File: src/rtl/ddr_sr_pkg.sv
package ddr_sr_pkg;

  typedef enum logic [3:0] {
    ST_RUN,
    ST_PRE,
    ST_TRP,
    ST_SRE,
    ST_SELF,
    ST_XNOP,
    ST_XS,
    ST_AREF,
    ST_TRFC
  } sr_state_e;

  typedef enum logic [2:0] {
    CMD_NOP,
    CMD_DESEL,
    CMD_PRE_ALL,
    CMD_SREF,
    CMD_AREF
  } sr_cmd_e;

  typedef struct packed {
    logic cs_n;
    logic ras_n;
    logic cas_n;
    logic we_n;
    logic a10;
  } sr_pins_t;

  // Pin levels for each command. Self-refresh and auto-refresh share an
  // encoding and differ only in the clock-enable level.
  function automatic sr_pins_t encode_cmd(sr_cmd_e c);
    sr_pins_t p;
    case (c)
      CMD_DESEL:   p = '{cs_n: 1'b1, ras_n: 1'b1, cas_n: 1'b1, we_n: 1'b1, a10: 1'b0};
      CMD_PRE_ALL: p = '{cs_n: 1'b0, ras_n: 1'b0, cas_n: 1'b1, we_n: 1'b0, a10: 1'b1};
      CMD_SREF,
      CMD_AREF:    p = '{cs_n: 1'b0, ras_n: 1'b0, cas_n: 1'b0, we_n: 1'b1, a10: 1'b0};
      default:     p = '{cs_n: 1'b0, ras_n: 1'b1, cas_n: 1'b1, we_n: 1'b1, a10: 1'b0};
    endcase
    return p;
  endfunction

  // Timer load for a wait state. gap is the required command-to-command
  // distance in cycles; lead is the number of those cycles spent in the
  // command state that precedes the wait state. A wait state loaded with
  // L lasts L+1 cycles.
  function automatic int unsigned wait_load(int unsigned gap, int unsigned lead);
    return gap - lead - 1;
  endfunction

  function automatic int unsigned max3(int unsigned a, int unsigned b, int unsigned c);
    int unsigned m;
    m = (a > b) ? a : b;
    return (m > c) ? m : c;
  endfunction

  // Counter width for values 0..v, never less than one bit.
  function automatic int unsigned cnt_width(int unsigned v);
    return (v < 2) ? 1 : $clog2(v + 1);
  endfunction

endpackage

File: src/rtl/ddr_sr_wait_timer.sv
module ddr_sr_wait_timer #(
  parameter int unsigned CW = 4
) (
  input  logic          clk,
  input  logic          rst_n,
  input  logic          load,
  input  logic [CW-1:0] load_val,
  output logic          expired
);

  logic [CW-1:0] cnt_q;

  always_ff @(posedge clk or negedge rst_n) begin
    if (!rst_n) begin
      cnt_q <= '0;
    end else if (load) begin
      cnt_q <= load_val;
    end else if (cnt_q != '0) begin
      cnt_q <= cnt_q - 1'b1;
    end
  end

  assign expired = (cnt_q == '0);

endmodule

File: src/rtl/ddr_sr_pin_drive.sv
module ddr_sr_pin_drive
  import ddr_sr_pkg::*;
(
  input  sr_cmd_e  cmd,
  input  logic     cke_en,
  output logic     cke,
  output sr_pins_t pins
);

  assign pins = encode_cmd(cmd);
  assign cke  = cke_en;

endmodule

File: src/rtl/ddr_sr_read_gate.sv
module ddr_sr_read_gate #(
  parameter int unsigned T_XSRD = 40
) (
  input  logic clk,
  input  logic rst_n,
  input  logic cke,
  input  logic ready,
  output logic read_ok
);

  localparam int unsigned GW = ddr_sr_pkg::cnt_width(T_XSRD);
  localparam logic [GW-1:0] LOCK_DONE = GW'(T_XSRD);

  logic [GW-1:0] hi_cnt_q;

  // Counts cycles with cke high since the last low period, saturating.
  always_ff @(posedge clk or negedge rst_n) begin
    if (!rst_n) begin
      hi_cnt_q <= LOCK_DONE;
    end else if (!cke) begin
      hi_cnt_q <= '0;
    end else if (hi_cnt_q != LOCK_DONE) begin
      hi_cnt_q <= hi_cnt_q + 1'b1;
    end
  end

  assign read_ok = ready && (hi_cnt_q == LOCK_DONE);

endmodule

File: src/rtl/ddr_selfref_seq.sv
module ddr_selfref_seq
  import ddr_sr_pkg::*;
#(
  parameter int unsigned T_RP   = 3,
  parameter int unsigned T_XSNR = 10,
  parameter int unsigned T_RFC  = 8,
  parameter int unsigned T_XSRD = 40
) (
  input  logic clk,
  input  logic rst_n,
  input  logic enter_req,
  input  logic banks_idle,
  input  logic exit_req,
  input  logic clk_stable,
  output logic enter_ack,
  output logic ready,
  output logic read_ok,
  output logic cke,
  output logic cs_n,
  output logic ras_n,
  output logic cas_n,
  output logic we_n,
  output logic a10
);

  localparam int unsigned LD_RP  = wait_load(T_RP, 1);
  localparam int unsigned LD_XS  = wait_load(T_XSNR, 0);
  localparam int unsigned LD_RFC = wait_load(T_RFC, 1);
  localparam int unsigned CW     = cnt_width(max3(LD_RP, LD_XS, LD_RFC));

  sr_state_e     state_q, state_d;
  logic          exit_pend_q;
  logic          ack_q;
  logic          tmr_load;
  logic [CW-1:0] tmr_val;
  logic          tmr_done;
  sr_cmd_e       cmd;
  logic          cke_en;
  sr_pins_t      pins;

  // Named events, exposed for the bound checker.
  logic ev_pre, ev_sre, ev_aref, ev_exit_go, in_self;
  assign ev_pre     = (state_q == ST_PRE);
  assign ev_sre     = (state_q == ST_SRE);
  assign ev_aref    = (state_q == ST_AREF);
  assign in_self    = (state_q == ST_SELF);
  assign ev_exit_go = in_self && (exit_req || exit_pend_q) && clk_stable;

  always_comb begin
    state_d = state_q;
    case (state_q)
      ST_RUN:  if (enter_req) state_d = banks_idle ? ST_SRE : ST_PRE;
      ST_PRE:  state_d = ST_TRP;
      ST_TRP:  if (tmr_done) state_d = ST_SRE;
      ST_SRE:  state_d = ST_SELF;
      ST_SELF: if (ev_exit_go) state_d = ST_XNOP;
      ST_XNOP: state_d = ST_XS;
      ST_XS:   if (tmr_done) state_d = ST_AREF;
      ST_AREF: state_d = ST_TRFC;
      ST_TRFC: if (tmr_done) state_d = ST_RUN;
      default: state_d = ST_RUN;
    endcase
  end

  // The timer is loaded on the edge that enters a wait state.
  always_comb begin
    tmr_load = (state_d != state_q);
    case (state_d)
      ST_TRP:  tmr_val = CW'(LD_RP);
      ST_XS:   tmr_val = CW'(LD_XS);
      ST_TRFC: tmr_val = CW'(LD_RFC);
      default: begin
        tmr_val  = '0;
        tmr_load = 1'b0;
      end
    endcase
  end

  always_ff @(posedge clk or negedge rst_n) begin
    if (!rst_n) begin
      state_q     <= ST_RUN;
      exit_pend_q <= 1'b0;
      ack_q       <= 1'b0;
    end else begin
      state_q <= state_d;
      ack_q   <= ev_sre;
      if (!in_self || ev_exit_go) begin
        exit_pend_q <= 1'b0;
      end else if (exit_req) begin
        exit_pend_q <= 1'b1;
      end
    end
  end

  always_comb begin
    cke_en = 1'b1;
    case (state_q)
      ST_PRE:  cmd = CMD_PRE_ALL;
      ST_SRE:  begin cmd = CMD_SREF; cke_en = 1'b0; end
      ST_SELF: begin cmd = CMD_DESEL; cke_en = 1'b0; end
      ST_XNOP: begin cmd = CMD_NOP; cke_en = 1'b0; end
      ST_AREF: cmd = CMD_AREF;
      default: cmd = CMD_NOP;
    endcase
  end

  ddr_sr_wait_timer #(.CW(CW)) u_timer (
    .clk      (clk),
    .rst_n    (rst_n),
    .load     (tmr_load),
    .load_val (tmr_val),
    .expired  (tmr_done)
  );

  ddr_sr_pin_drive u_pins (
    .cmd    (cmd),
    .cke_en (cke_en),
    .cke    (cke),
    .pins   (pins)
  );

  ddr_sr_read_gate #(.T_XSRD(T_XSRD)) u_rgate (
    .clk     (clk),
    .rst_n   (rst_n),
    .cke     (cke),
    .ready   (ready),
    .read_ok (read_ok)
  );

  assign ready     = (state_q == ST_RUN);
  assign enter_ack = ack_q;
  assign cs_n      = pins.cs_n;
  assign ras_n     = pins.ras_n;
  assign cas_n     = pins.cas_n;
  assign we_n      = pins.we_n;
  assign a10       = pins.a10;

endmodule

File: config.mk
export PLATFORM = sky130hd
export DESIGN_NAME = ddr_selfref_seq
export DESIGN_NICKNAME = d
export VERILOG_FILES = /design/src/rtl/ddr_sr_pkg.sv /design/src/rtl/ddr_sr_wait_timer.sv /design/src/rtl/ddr_sr_pin_drive.sv /design/src/rtl/ddr_sr_read_gate.sv /design/src/rtl/ddr_selfref_seq.sv
export SDC_FILE = /design/constraint.sdc
export NUM_CORES = 1
export LEC_CHECK = 0
export BUFFER_PORTS_ARGS = -buffer_cell sky130_fd_sc_hd__buf_2
export CAP_MARGIN = 20
export CORE_MARGIN = 3
export CORE_UTILIZATION = 50
export CTS_CLUSTER_DIAMETER = 80
export DETAILED_ROUTE_END_ITERATION = 7
export PLACE_DENSITY = 0.76
export SYNTH_ARGS = -nofsm -noshare
export SYNTH_HDL_FRONTEND = slang
export SYNTH_HIERARCHICAL = 1
export SYNTH_SLANG_ARGS = --single-unit
export TNS_END_PERCENT = 30
File: constraint.sdc
create_clock -name clk -period 2.2 [get_ports clk]
set_input_delay 0.22 -clock clk [delete_from_list [all_inputs] [get_ports clk]]
set_output_delay 0.22 -clock clk [all_outputs]
set_load 0.01 [all_outputs]
==> impl_results.md <==
* Worst-path cell chain: inv_1 -> ha_1 -> nor3b_4 -> a21oi_2 -> o32ai_4 -> o41ai_2 -> buf_4 -> nor3_1 -> a221o_1
* Largest family of logic cells by synthesized area: simple AND/OR/NAND/NOR gates
* CP max FO at 8
* Count leader, synth: dfrtp_1
* Rel. slew slack at 69.9%
* Final setup TNS at 0 ps
* CTS tree: done
* Clock-pin slew on the worst setup and hold paths at 100 ps
* RSZ-0062 raised after global routing: false
* Die width at 51.4 um
* Core Rows at 15
* Main flop type after synthesis: dfrtp_1
* IO buf count at 14
* Cell variety after synth at between 40 and 50
* Synth warn at 6
* Vias in the first global route at 723
* Remaining Overflow, GRT at 0
* Clk buf depth at 2
* FF+latch area at between 400 and 500 um2
* Worst vdd ir at ~0.73 mV
* Req. time, crit path at approximately 2400 ps
* Clock Latency Late Sink at 290 ps
* Tmin final at 2070 ps
* Fmax at 483 MHz
* Async S/R FF share, synth at 100%
* Initial antenna violation count at 0
* IO Pins at 15
* Crit path DAT at approximately 2300 ps
* Pre-antenna DRT Iters at 4
* Area contributors post-synth: dfrtp_1 (34%), dfstp_2 (5.1%), mux2i_1 (3.9%), ha_1 (3.6%), xnor2_1 (3.4%)
* Synthesized net count at 113
* CTS buffer count at 3
* Residual DRC at 0
* P per Cell Area at 1460 nW/um2
* CP max stage cell: dfrtp_1
* ANT cells at 0
* Worst min-delay path class: in -> reg
* Routed Antenna Nets at 0
* Vias at 798
* Synth top cells by count: dfrtp_1 (14), nand2_1 (9), nor2_1 (8)
* Post-DP HPWL at 1450 um
* Worst slew pin tran at between 400 and 500 ps
* Reg2reg path depth at 9
* CP endpoint kind: register
* Die Ht at 51.4 um
* Fraction of layout cells with a size suffix above 1 at 33.1%
* Routed len/inst at 13.7 um
* CTS root buf: clkbuf_4
* WS Path Type: reg -> reg
* Post-synth top area share at 34.1%
* Reg2reg start: u_timer/cnt_q[0]
* Synth Area in Adders at 3.65%
* Synth Cell Area at 1030 um2
* Largest net degree at the start of global routing at 17
* Hold Vio Cnt, Final at 0
* Die Footprint at 2640 um2
* Clock sink count at 16
* Final setup fails at 0
* Synth Instances at 104
* CP startpoint: u_timer/cnt_q[0]
* Number of synthesized flops with an enable pin at 0
* Final worst path period share at 94.1%
* Post-synthesis xor/xnor area fraction at 4.26%
* Fillcell total at 163
* Largest stage delay on the critical path at 360 ps
* Combined area of the multi-input logic cells at approximately 560 um2
* Multiplexer area fraction after synthesis at ~5.0%
* Synth-to-layout area growth at 13.5%
* Routed vias/inst at approximately 5.5
* Worst hold stages at 2
* FF+latch count, synth at 16
* Synth Area in Compound Gates at 12.4%
* CP Launch Type: register
* H-tree depth at 1
* Core footprint at 1840 um2
* Status: complete, no violations
* Worst setup margin at 130 ps
* GPL Wtd Cong at 0.778
* Simple-Gate Fraction of Synth Area at roughly 28%
* Clock Skews at about 7.5 ps
* Count of pins over their slew limit at 0
* Leakage at roughly 0.55 nW
* Reg2reg setup slack at between 100 and 150 ps
* Synth Area per Inst at roughly 10 um2
* Pre-CTS setup slack at 27.6 ps
* Sequential area share after synthesis at 39.2%
* Synth area leader: dfrtp_1
* All-Layer GR Usage at 16.5%
* Max Cap Viol at 0
* Drt total wl at around 2000 um
* Worst hold path startpoint: clk_stable
* Initial Util at 55.9%
* First-pass GRT wire length at roughly 3200 um
* 1st-iter DRT viols at 17
* Fin nets at 131
-- flip-flops by register name, summed over array words and instances, names as in the netlist --
name              flops
state_q               4
exit_pend_q           1
enter_ack             1
u_rgate/hi_cnt_q      6
u_timer/cnt_q         4
-- where the power goes --
part           switching, W  internal (W)
logic              0.000468      0.000452
registers          0.000163      0.000420
clock network     0.0000998      0.000101
-- through the flow --
stage | hold WS, ps | std cells | power [W] | instance area, um2 | util [%]
6_report | 91.7 | 146 | 0.00170 | 1170 | 63.5
5_1_grt | 75.9 | 146 | 0.00183 | 1170 | 63.5
4_1_cts | 83.5 | 145 | 0.00168 | 1150 | 62.7
3_5_place_dp | 156 | 140 | 0.00147 | 1110 | 60.1
3_3_place_gp | 153 | 140 | 0.00142 | 1110 | 60.1
2_1_floorplan | -75.6 | 104 | 0.00128 | 1030 | -
-- path summary, 6_finish.rpt --
path                                  endpoint
max reg2reg                   u_timer/cnt_q[3]
min in group asynchronous  u_rgate/hi_cnt_q[2]
min                                exit_pend_q
min reg2reg                u_rgate/hi_cnt_q[5]
max                           u_timer/cnt_q[3]
max in group asynchronous  u_rgate/hi_cnt_q[3]
-- cells by family (layout without fill, tap and decap cells) --
family | Yosys count | in the layout
buffers and inverters | 13 | 30
flip-flops | 16 | 16
AO/OA/AOI/OAI | 14 | 14
XOR/XNOR | 5 | 5
adder cells (fa/ha/maj) | 3 | 3
AND/OR/NAND/NOR | 48 | 48
multiplexers | 5 | 5
-- what timing repair did --
action | in CTS | in global routing
setup endpoints to repair | 0 | 6
gates resized for setup | 0 | 4
setup buffers | 0 | 1
hold endpoints to repair | 14 | 0
hold buffers | 1 | 0
-- area by class of cell --
type                       count  share of cell area, %
multi-input combinational     75                   47.7
inverter                       7                   2.25
tap                           25                   2.68
timing repair buffer          19                   9.43
sequential                    16                   34.8
clock buffer                   4                   3.11
-- metal layers --
layer / global-route usage (%) / share of wire (%) / up-vias / routed length (um)
met5: 0 / 0 / - / 0
met4: 6.55 / 1.1 / 0 / 23
met3: 3.50 / 1.8 / 4 / 36
met2: 27.7 / 52 / 7 / 1050
met1: 20.6 / 45 / 391 / 900
li1: - / - / 396 / -
-- critical path: cells and delay by family (launching register included) --
family | cells | cell delay, ps
AOI/OAI and AO/OA | 4 | 880
buffers and inverters | 2 | 270
adders and majority gates | 1 | 240
and+or+nand+nor | 2 | 220
DFF | 1 | 360
-- cells in the final DEF (no fill, tap or decap), drive strengths merged, types with 2 or more instances in the layout --
cell type	synthesis	layout
a21oi	3	3
and2	2	2
and2b	2	2
and3	2	2
buf	5	18
clkbuf	1	4
dfrtp	14	14
dfstp	2	2
ha	3	3
inv	7	7
mux2i	4	4
nand2	10	10
nand3	5	5
nor2	9	9
nor2b	3	3
nor3	3	3
nor3b	6	6
o21ai	3	3
xnor2	4	4
Note: power is estimated with default switching activity, not from simulation.
